**config.mk**
```make
export PLATFORM = sky130hd
export DESIGN_NAME = toggle_tracker
export DESIGN_NICKNAME = d
export VERILOG_FILES = /design/src/rtl/toggle_pkg.sv /design/src/rtl/tgl_pid_decode.sv /design/src/rtl/tgl_expect.sv /design/src/rtl/tgl_arbiter.sv /design/src/rtl/tgl_state.sv /design/src/rtl/toggle_tracker.sv
export SDC_FILE = /design/constraint.sdc
export NUM_CORES = 1
export LEC_CHECK = 0
export BUFFER_PORTS_ARGS = -buffer_cell sky130_fd_sc_hd__buf_2
export CAP_MARGIN = 0
export CELL_PAD_IN_SITES_DETAIL_PLACEMENT = 0
export CELL_PAD_IN_SITES_GLOBAL_PLACEMENT = 2
export CORE_MARGIN = 5
export CORE_UTILIZATION = 17
export CTS_CLUSTER_SIZE = 25
export DETAILED_ROUTE_END_ITERATION = 12
export GPL_TIMING_DRIVEN = 0
export PLACE_DENSITY_LB_ADDON = 0.2
export SLEW_MARGIN = 30
export SYNTH_ARGS = -nofsm -noshare
export SYNTH_HDL_FRONTEND = slang
export SYNTH_SLANG_ARGS = --single-unit
```
**constraint.sdc**
```tcl
create_clock -name clk -period 1.25 [get_ports clk]
set_input_delay 0.1875 -clock clk [delete_from_list [all_inputs] [get_ports clk]]
set_output_delay 0.1875 -clock clk [all_outputs]
set_load 0.005 [all_outputs]
```
**src/rtl/toggle_pkg.sv**
```systemverilog
package toggle_pkg;

    localparam int PID_W = 4;
    typedef logic [PID_W-1:0] pid_t;

    localparam pid_t PID_DATA0 = 4'b0011;
    localparam pid_t PID_DATA1 = 4'b1011;

    typedef enum logic [1:0] {
        EP_CTRL = 2'b00,
        EP_ISO  = 2'b01,
        EP_BULK = 2'b10,
        EP_INTR = 2'b11
    } ep_kind_e;

    typedef struct packed {
        logic is_data;
        logic is_one;
    } pid_class_t;

    typedef struct packed {
        logic clr;
        logic arm;
        logic load;
        logic load_val;
        logic err;
    } tgl_action_t;

    function automatic pid_class_t classify_pid(pid_t p);
        pid_class_t c;
        c.is_data = (p == PID_DATA0) || (p == PID_DATA1);
        c.is_one  = (p == PID_DATA1);
        return c;
    endfunction

    function automatic pid_t pid_of(logic one);
        return one ? PID_DATA1 : PID_DATA0;
    endfunction

endpackage

```
**src/rtl/tgl_pid_decode.sv**
```systemverilog
module tgl_pid_decode
    import toggle_pkg::*;
(
    input  pid_t       pid_i,
    output pid_class_t cls_o
);
    always_comb begin
        cls_o = classify_pid(pid_i);
    end
endmodule

```
**src/rtl/tgl_expect.sv**
```systemverilog
module tgl_expect
    import toggle_pkg::*;
(
    input  logic     tgl_i,
    input  logic     setup_pend_i,
    input  ep_kind_e kind_i,
    input  logic     status_i,
    output logic     exp_one_o,
    output pid_t     exp_pid_o
);
    always_comb begin
        if (setup_pend_i)
            exp_one_o = 1'b0;
        else if (kind_i == EP_CTRL && status_i)
            exp_one_o = 1'b1;
        else
            exp_one_o = tgl_i;
        exp_pid_o = pid_of(exp_one_o);
    end
endmodule

```
**src/rtl/tgl_arbiter.sv**
```systemverilog
module tgl_arbiter
    import toggle_pkg::*;
(
    input  logic        ep_clr_i,
    input  logic        setup_tok_i,
    input  ep_kind_e    kind_i,
    input  logic        rx_end_i,
    input  logic        rx_good_i,
    input  pid_class_t  cls_i,
    input  logic        exp_one_i,
    output tgl_action_t act_o
);
    logic is_ctrl;
    logic pkt_take;

    always_comb begin
        is_ctrl  = (kind_i == EP_CTRL);
        pkt_take = rx_end_i && rx_good_i && cls_i.is_data;
        act_o    = '0;
        if (ep_clr_i) begin
            act_o.clr = 1'b1;
        end else if (setup_tok_i && is_ctrl) begin
            act_o.arm = 1'b1;
        end else if (pkt_take) begin
            if (kind_i == EP_ISO || cls_i.is_one == exp_one_i) begin
                act_o.load     = 1'b1;
                act_o.load_val = ~cls_i.is_one;
            end else begin
                act_o.err = 1'b1;
            end
        end
    end
endmodule

```
**src/rtl/tgl_state.sv**
```systemverilog
module tgl_state
    import toggle_pkg::*;
(
    input  logic        clk,
    input  logic        rst,
    input  tgl_action_t act_i,
    output logic        tgl_o,
    output logic        setup_pend_o,
    output logic        err_o
);
    always_ff @(posedge clk) begin
        if (rst) begin
            tgl_o        <= 1'b0;
            setup_pend_o <= 1'b0;
            err_o        <= 1'b0;
        end else begin
            err_o <= act_i.err;
            if (act_i.clr) begin
                tgl_o        <= 1'b0;
                setup_pend_o <= 1'b0;
            end else if (act_i.arm) begin
                tgl_o        <= 1'b0;
                setup_pend_o <= 1'b1;
            end else if (act_i.load) begin
                tgl_o        <= act_i.load_val;
                setup_pend_o <= 1'b0;
            end
        end
    end
endmodule

```
**src/rtl/toggle_tracker.sv**
```systemverilog
module toggle_tracker
    import toggle_pkg::*;
(
    input  logic       clk,
    input  logic       rst,
    input  logic       rx_end_i,
    input  logic       rx_good_i,
    input  logic [3:0] rx_pid_i,
    input  logic       setup_tok_i,
    input  logic [1:0] ep_kind_i,
    input  logic       ep_clr_i,
    input  logic       status_stage_i,
    output logic       tgl_o,
    output logic [3:0] exp_pid_o,
    output logic       seq_err_o
);
    ep_kind_e    kind;
    pid_class_t  cls;
    tgl_action_t act;
    logic        exp_one;
    logic        setup_pend;
    pid_t        exp_pid;

    assign kind      = ep_kind_e'(ep_kind_i);
    assign exp_pid_o = exp_pid;

    tgl_pid_decode u_dec (
        .pid_i (rx_pid_i),
        .cls_o (cls)
    );

    tgl_expect u_exp (
        .tgl_i        (tgl_o),
        .setup_pend_i (setup_pend),
        .kind_i       (kind),
        .status_i     (status_stage_i),
        .exp_one_o    (exp_one),
        .exp_pid_o    (exp_pid)
    );

    tgl_arbiter u_arb (
        .ep_clr_i    (ep_clr_i),
        .setup_tok_i (setup_tok_i),
        .kind_i      (kind),
        .rx_end_i    (rx_end_i),
        .rx_good_i   (rx_good_i),
        .cls_i       (cls),
        .exp_one_i   (exp_one),
        .act_o       (act)
    );

    tgl_state u_st (
        .clk          (clk),
        .rst          (rst),
        .act_i        (act),
        .tgl_o        (tgl_o),
        .setup_pend_o (setup_pend),
        .err_o        (seq_err_o)
    );
endmodule

```
== Word-level counts from Yosys, hierarchy flattened ==
Index checks and enable logic that the tools add are counted.
Storage, ports and cells
  register bits: 3
  input port bits: 13
  output and inout port bits: 6
  logic and storage cells: 32
Operators by class
  eq/ne operators: 4
  muxes and demuxes: 12
  bitwise logic cells: 2
  reductions and logical operators: 11
Operator list (number)
  $mux 4: 2
  $mux 1: 7
  $mux 3: 2
  $eq 4x2->1 const B: 1
  $eq 4x4->1 const B: 1
  $logic_and 1x1->1: 4
  $reduce_or 4->1: 1
  $reduce_or 3->1: 1
  $eq 2x1->1 const B: 1
  $logic_not 2->1: 1
  $logic_or 1x1->1: 2
  $mux 2: 1
  $not 1->1: 2
  $reduce_bool 2->1: 1
  $reduce_or 2->1: 1
  $eq 1x1->1: 1

== Depth between registers and ports, before layout ==
Gate-level depths: netlist (run 1).
  word-level depth: 12
  depth in mapped cells: 5
  depth with buffers taken out: 4

== Modules after synthesis ==
Synthesis (run 1) repeated with hierarchy kept, for this count alone.
Unflattened totals
  cell total of the unflattened synthesis: 34
  area, all modules: 276.5 µm²
Modules (own cells, without submodules)
  tgl_state: times used 1, cells each 9, area each 106.4 µm², seq. area each 60.1 µm²
  tgl_arbiter: times used 1, cells each 14, area each 95.1 µm², seq. area each 0.0 µm²
  tgl_expect: times used 1, cells each 9, area each 55.1 µm², seq. area each 0.0 µm²
  tgl_pid_decode: times used 1, cells each 2, area each 20.0 µm², seq. area each 0.0 µm²

== Worst setup path before layout (run 1) ==
OpenSTA, ideal clock, no wires.
  kind: reg-to-reg
  from: reg u_st.tgl_o
  to: reg u_st.err_o
  arrival: 991 ps
  required time: 1162 ps
  slack: 171 ps
  stages on the path, launching flop included: 5
  buffers on the path: 0
  period minus slack after synthesis: 1079 ps
  cell sequence: dfxtp_1 > nor2_1 > a221oi_2 > nand2_1 > nor4_2
Between the ends
  cells in the longest elaborated chain, start to end: 5
RTL lines
  start: declaration: RTL line tgl_state.sv:7  | output logic tgl_o,
  start signal: assignment: RTL line tgl_state.sv:25  | tgl_o <= act_i.load_val;
  $mux 1: RTL line tgl_expect.sv:14  | else if (kind_i == EP_CTRL && status_i)
  $mux 1: RTL line tgl_expect.sv:12  | if (setup_pend_i)
  $eq 1x1->1: RTL line tgl_arbiter.sv:25  | if (kind_i == EP_ISO || cls_i.is_one == exp_one_i) begin
  $logic_or 1x1->1: RTL line tgl_arbiter.sv:25
  $mux 1: RTL line tgl_arbiter.sv:25
  end signal: assignment: RTL line tgl_state.sv:17  | err_o <= act_i.err;
  end: declaration: RTL line tgl_state.sv:9  | output logic err_o
Every way passes these cells.
A chain may end at the register's enable or synchronous reset.

== Worst setup path in the final report (run 1) ==
  from: reg u_st.tgl_o
  to: out exp_pid_o[3]
Between the ends
  cells in the longest elaborated chain, start to end: 3
RTL lines
  $mux 1: RTL line tgl_expect.sv:14
  $mux 1: RTL line tgl_expect.sv:12
  net exp_one: RTL line toggle_tracker.sv:20  | logic exp_one;
  $mux 4: RTL line toggle_pkg.sv:37  | return one ? PID_DATA1 : PID_DATA0;
  end: declaration: RTL line toggle_tracker.sv:14  | output logic [3:0] exp_pid_o,
The timed path passes the listed nets, and every way through them passes these cells.

==> results_dict.tcl, run 1 <==
set metrics [dict create \
    path_cells "nor2_1, nor2_1, buf_4, buf_2" \
    postSynthAreaPerCell_um2 7.54 \
    rows 14 \
    cts-hold-fix-buffers 0 \
    synth.ff_latch_count 3 \
    async_flop_share 0 \
    finalNetCount 68 \
    cts_tree "done" \
    drt-met1-wl_um 275 \
    min_period_ns 1.13 \
    grt_pass1_wl_um 938 \
    drv_cap 0 \
    hold_violations 0 \
    rr_worst_depth 4 \
    place.gp.congestion 0.593 \
    pre_cts_slack_ns 0.0304 \
    worstSetupEndpointType "output pin" \
    setup.worst_path.start "u_st.tgl_o" \
    power_density_nw_per_um2 854 \
    synth_cell_types 18 \
    drt-vias-per-instance 3.84 \
    yosysTopAreaCell "dfxtp_1" \
    cpMostUsedCell "nor2_1" \
    antenna_cells 0 \
    crit_cells 4 \
    endpoint "exp_pid_o[3]" \
    p_leak_nw 0.189 \
    rrSetupSlack_ns 0.13 \
    rsz0062_at_grt "false" \
    vias 269 \
    dieArea_um2 2390 \
    fin_tns_setup_ns 0 \
    clock_power_share 0.507 \
    start_util 0.174 \
    fp.dieH_um 48.8 \
    cts.repair_timing.setup_buffer_count 0 \
    cts_root_buf "clkbuf_4" \
    critPathLaunchType "register" \
    clock_latency_ns 0.23 \
    cts_resized 0 \
    clock_sinks 3 \
    wl_met2_um 281 \
    synthTopCellsByArea "dfxtp_1 (23%), buf_4 (12%), nand2_1 (8.8%)" \
    clock_path_buffers 2 \
    numCtsBuffers 3 \
    cp_top_family "flip-flops" \
    fin_ws_ns 0.124 \
    clkSlewWorstSetupHoldPaths_ns 0.04 \
    required_ns 1.06 \
    final_layout_size_suffix_gt1_frac 0.500 \
    wl_per_cell_um 8.91 \
    dp_cells 66 \
    status "finished clean" \
    routed_wl_um 624 \
    p_sw_uw 75.4 \
    hp-class "in -> reg" \
    seq_area_frac_synth 0.234 \
    wl_met3_um 67 \
    gr-total-overflow 0 \
    fp.dieW_um 48.8 \
    antenna_found_initial 0 \
    fillerInstances 178 \
    pwr-share-comb 0.192 \
    area_growth_pct 49.3 \
    portBuffers 15 \
    synthTopCellsByCount "nand2_1 (6), nor2_1 (5), buf_4 (4)" \
    r2r_start "u_st.tgl_o" \
    grt_pass1_vias 237 \
    grt_max_degree 6 \
    reg2reg_to "u_st.tgl_o" \
    drc_errors 0 \
    arrival_ns 0.94 \
    sequentialPowerShare 0.301 \
    holdWs_ns 0.154 \
    synth.top_cell.area_share 0.234 \
    synth_warnings 0 \
    cpMaxStageDelayCell "dfxtp_2" \
    cpPeakStageDelay_ns 0.33 \
    synth_edf_count 0 \
    synthFlopType "dfxtp_1" \
    highest_layer "met3" \
    htreeDepth 1 \
    grt_util_all_layers 0.0552 \
    setup_viol 0 \
    synth_cells 34 \
    dp_hpwl_um 554 \
    skew_ns 0.00504 \
    drt_iter0_markers 3 \
    syn-cell-area_um2 256 \
    detail-route-antenna-nets 0 \
    critical_path_class "reg -> out" \
    sw_frac_of_total 0.231 \
    pin_count 19 \
    yosysMostFrequentCell "nand2_1" \
    fin_cells 70 \
    drv_slew 0 \
    max-vdd-ir-drop_v 0.000158 \
    fmax_mhz 888 \
    critPathBufInv 2 \
    cp_max_fo 5 \
    p_int_uw 252 \
    fin_crit_sh 0.901 \
    coreArea_um2 1470 \
    firstDrtPassIters 3 \
]
-- how the worst min path moves through the flow --
| stage | cells after the start | slack [ns] | endpoint | from |
|---|---|---|---|---|
| after floorplan | 1 | 0.26 | u_st.err_o | rst |
| after global placement | 2 | 0.40 | u_st.err_o | rst |
| after detailed placement | 2 | 0.40 | u_st.err_o | rst |
| after CTS | 2 | 0.15 | u_st.err_o | rst |
| after global routing | 2 | 0.15 | u_st.err_o | rst |
| final | 2 | 0.15 | u_st.err_o | rst |
-- registers in the layout, indices dropped and copies added (netlist names) --
signal and cells:
u_st.err_o 1, u_st.tgl_o 1, u_st.setup_pend_o 1
-- stage by stage --
stage | power (mW) | instance area (um^2) | utilization
detailed placement | 0.163 | 355 | 0.241
global route | 0.352 | 383 | 0.260
floorplan | 0.136 | 260 | -
finish | 0.327 | 383 | 0.260
global placement | 0.163 | 355 | 0.241
CTS | 0.333 | 382 | 0.259
-- layer usage --
metal,up-vias,track usage
met2,13,0.0652
li1,145,-
met4,0,0.0538
met3,0,0.0336
met5,-,0
met1,111,0.0645
-- cell type report --
class                           count  area, um^2  share of cell area
Clock buffer                        4        26.3              0.0686
Sequential cell                     3        61.3               0.160
Timing Repair Buffer               15        75.1               0.196
Tap cell                           16        20.0              0.0523
Inverter                            2        7.51              0.0196
Multi-Input combinational cell     26         163               0.425
Buffer                              4        30.0              0.0784
-- cells in the final DEF, fill, tap and decap left out, types with 2 or more instances in the layout --
cell type and instances:
buf_2 15, nand2_1 6, nor2_1 5, buf_4 4, conb_1 3, clkbuf_4 3
inv_1 2, dfxtp_1 2
-- power by group through the flow --
stage / clock, mW / sequential, mW / combinational, mW
after global routing: 0.183 / 0.0985 / 0.0709
after detailed placement: 0 / 0.100 / 0.0635
after global placement: 0 / 0.100 / 0.0628
after CTS: 0.171 / 0.0986 / 0.0635
after floorplan: 0 / 0.0996 / 0.0362
final: 0.166 / 0.0985 / 0.0627
-- kinds of logic (layout without fill, tap and decap cells) --
logic type	after synthesis	after routing	synth area share
mux	1	1	0.0390
compound gates	4	4	0.146
simple gates	18	18	0.405
other cells	2	3	0.0293
flops	3	3	0.234
buf+inv	6	25	0.146
Power figures use the tool's default switching activity.
==> inputs of run 2 (changes only) <==
Settings changed: CORE_UTILIZATION 17 to 18, SYNTH_HIERARCHICAL set to 1.
==> run 2 against run 1 <==
  * The flow now finishes with violations (setup timing)
  * Worst setup slack got worse by 0.30 ns
  * First-iteration DRC count down 67%
  * Maximum frequency fell by 21%
  * Sequential power is 1% lower
  * Sequential cell count did not move
  * Worst hold slack improved by 0.010 ns
  * Highest routed layer unchanged
==> results_dict.tcl, run 2 <==
set metrics [dict create \
    grt_max_degree 5 \
    clock_latency_ns 0.23 \
    layout_common_cells "buf_2 (12), buf_4 (6), buf_6 (4)" \
    grt_pass1_vias 314 \
    rrSetupSlack_ns -0.08 \
    fp.dieH_um 49.2 \
    place.gp.congestion 0.636 \
    vias 295 \
    final_layout_size_suffix_gt1_frac 0.643 \
    coreArea_um2 1490 \
    p_leak_nw 0.227 \
    rsz0062_at_grt "true" \
    fmax_mhz 702 \
    cts-hold-fix-buffers 0 \
    fp.dieW_um 49.2 \
    worstSetupEndpointType "register" \
    wl_per_cell_um 9.96 \
    arrival_ns 1.52 \
    clkSlewWorstSetupHoldPaths_ns 0.04 \
    area_growth_pct 68.3 \
    synth.ff_latch_count 3 \
    drv_slew 0 \
    critical_path_class "in -> reg" \
    min_period_ns 1.42 \
    syn-cell-area_um2 277 \
    yosysTopAreaCell "dfxtp_1" \
    power_density_nw_per_um2 744 \
    fin_util 0.313 \
    finalNetCount 70 \
    antenna_found_initial 0 \
    postSynthAreaPerCell_um2 8.13 \
    dp_hpwl_um 579 \
    seq_area_frac_synth 0.217 \
    synth.top_cell.area_share 0.217 \
    setup_viol 3 \
    drc_errors 0 \
    top_regs "u_st/err_o: 1 flops, u_st/setup_pend_o: 1 flops, u_st/tgl_o: 1 flops" \
    whs_endpoint "u_st/err_o" \
    drv_cap 0 \
    rr_worst_depth 7 \
    holdCritStartpoint "rst" \
    hp-class "in -> reg" \
    min_path_cells 2 \
    async_flop_share 0 \
    start_util 0.186 \
    violations "setup timing" \
    skew_ns 0.00157 \
    synthTopCellsByCount "buf_4 (5), nor2_1 (4), a21oi_1 (3), dfxtp_1 (3), nor3_1 (3)" \
    reg2reg_to "u_st/tgl_o" \
    fin_ws_ns -0.175 \
    drt_iter0_markers 1 \
    synth_warnings 6 \
    firstDrtPassIters 2 \
    clock_sinks 3 \
    numCtsBuffers 3 \
    antenna_cells 0 \
    cpPeakStageDelay_ns 0.38 \
    cpMostUsedCell "a21oi_2" \
    routed_wl_um 717 \
    max-vdd-ir-drop_v 0.000378 \
    path_cells "buf_6, or3b_1, a21oi_2, xnor2_2, a21oi_2, nor2_2, mux2i_1, nor4_2" \
    synthTopCellsByArea "dfxtp_1 (22%), buf_4 (14%), nand4b_4 (8.6%)" \
    multi_input_area_um2 200 \
    grt_util_all_layers 0.0629 \
    final_common_cell "buf_2" \
    drt-vias-per-instance 4.10 \
    synthFlopType "dfxtp_1" \
    synth_cells 34 \
    portBuffers 15 \
    cts_root_buf "clkbuf_4" \
    grt_pass1_wl_um 1200 \
    yosysMostFrequentCell "buf_4" \
    cts_tree "done" \
    cp_max_fo 4 \
    power_uw 346 \
    detail-route-antenna-nets 0 \
    gr-total-overflow 0 \
    fin_tns_setup_ns -0.407 \
    fin_crit_sh 1.14 \
    setup.worst_path.start "ep_kind_i[1]" \
    synth_edf_count 0 \
    critPathLaunchType "input port" \
    pin_count 19 \
    htreeDepth 1 \
    status "finished, violations left" \
    hold_violations 0 \
    clock_path_buffers 2 \
    cpMaxStageDelayCell "or3b_1" \
    regArea_um2 61.3 \
    r2r_start "u_st/tgl_o" \
    dieArea_um2 2420 \
    synth_cell_types 18 \
    fillerInstances 167 \
    rows 14 \
    required_ns 1.35 \
    holdWs_ns 0.164 \
]
run 2: worst max-delay path, delay by kind of cell:
| kind | cells | cell delay (ns) |
|---|---|---|
| muxes | 1 | 0.23 |
| xor gates and xnor gates | 1 | 0.16 |
| and+or+nand+nor | 3 | 0.54 |
| AOI/OAI and AO/OA | 2 | 0.31 |
| buffers and inverters | 1 | 0.09 |
run 2: worst max-delay path by stage:
stage                  to  depth (start not counted)  slack [ns]
6_report       u_st/tgl_o                          8       -0.17
5_1_grt        u_st/tgl_o                          8       -0.27
4_1_cts        u_st/tgl_o                          8       -0.18
3_5_place_dp   u_st/tgl_o                          8       -0.50
3_3_place_gp   u_st/tgl_o                          8       -0.54
2_1_floorplan  u_st/tgl_o                          7       -0.27
run 2: metal layers:
metal | wire length (um) | vias to the layer above | GRT usage | part of all wire
met1 | 272 | 133 | 0.0639 | 0.38
met2 | 359 | 13 | 0.103 | 0.50
met5 | 0 | - | 0 | 0
li1 | - | 149 | - | -
met3 | 86 | 0 | 0.0183 | 0.12
met4 | 0 | 0 | 0.0538 | 0
run 2: repair_timing:
item | CTS | global route
pin swaps | 4 | 5
resized for setup | 4 | 6
setup endpoints to repair | 3 | 4
buffers inserted | 3 | 1
endpoints found under the hold margin | 0 | 0
run 2: area by class of cell:
cell class                 instances  area share
multi-input combinational         25       0.430
timing repair buffer              17       0.234
sequential                         3       0.132
buffer                             5      0.0887
clock buffer                       4      0.0565
tap                               16      0.0430
inverter                           2      0.0161
run 2: report_power, final:
part | switching, mW | internal [mW]
Clock | 0.0473 | 0.119
Combinational | 0.0334 | 0.0491
Sequential | 0.000289 | 0.0968
run 2: per-stage QoR:
step / cells / instance area [um^2] / worst slack, ns
5_1_grt: 72 / 465 / -0.275
4_1_cts: 73 / 450 / -0.180
6_report: 72 / 465 / -0.175
2_1_floorplan: 35 / 284 / -0.268
3_5_place_dp: 66 / 379 / -0.501
3_3_place_gp: 66 / 379 / -0.537
run 2: kinds of logic (layout without fill, tap and decap cells):
group,Yosys count,count (layout),synth area share
buffers and inverters,7,28,0.163
AO/OA/AOI/OAI,4,4,0.0814
other,2,3,0.0272
XOR/XNOR,1,1,0.0317
flip-flops,3,3,0.217
multiplexers,1,1,0.0362
AND/OR/NAND/NOR,16,16,0.443
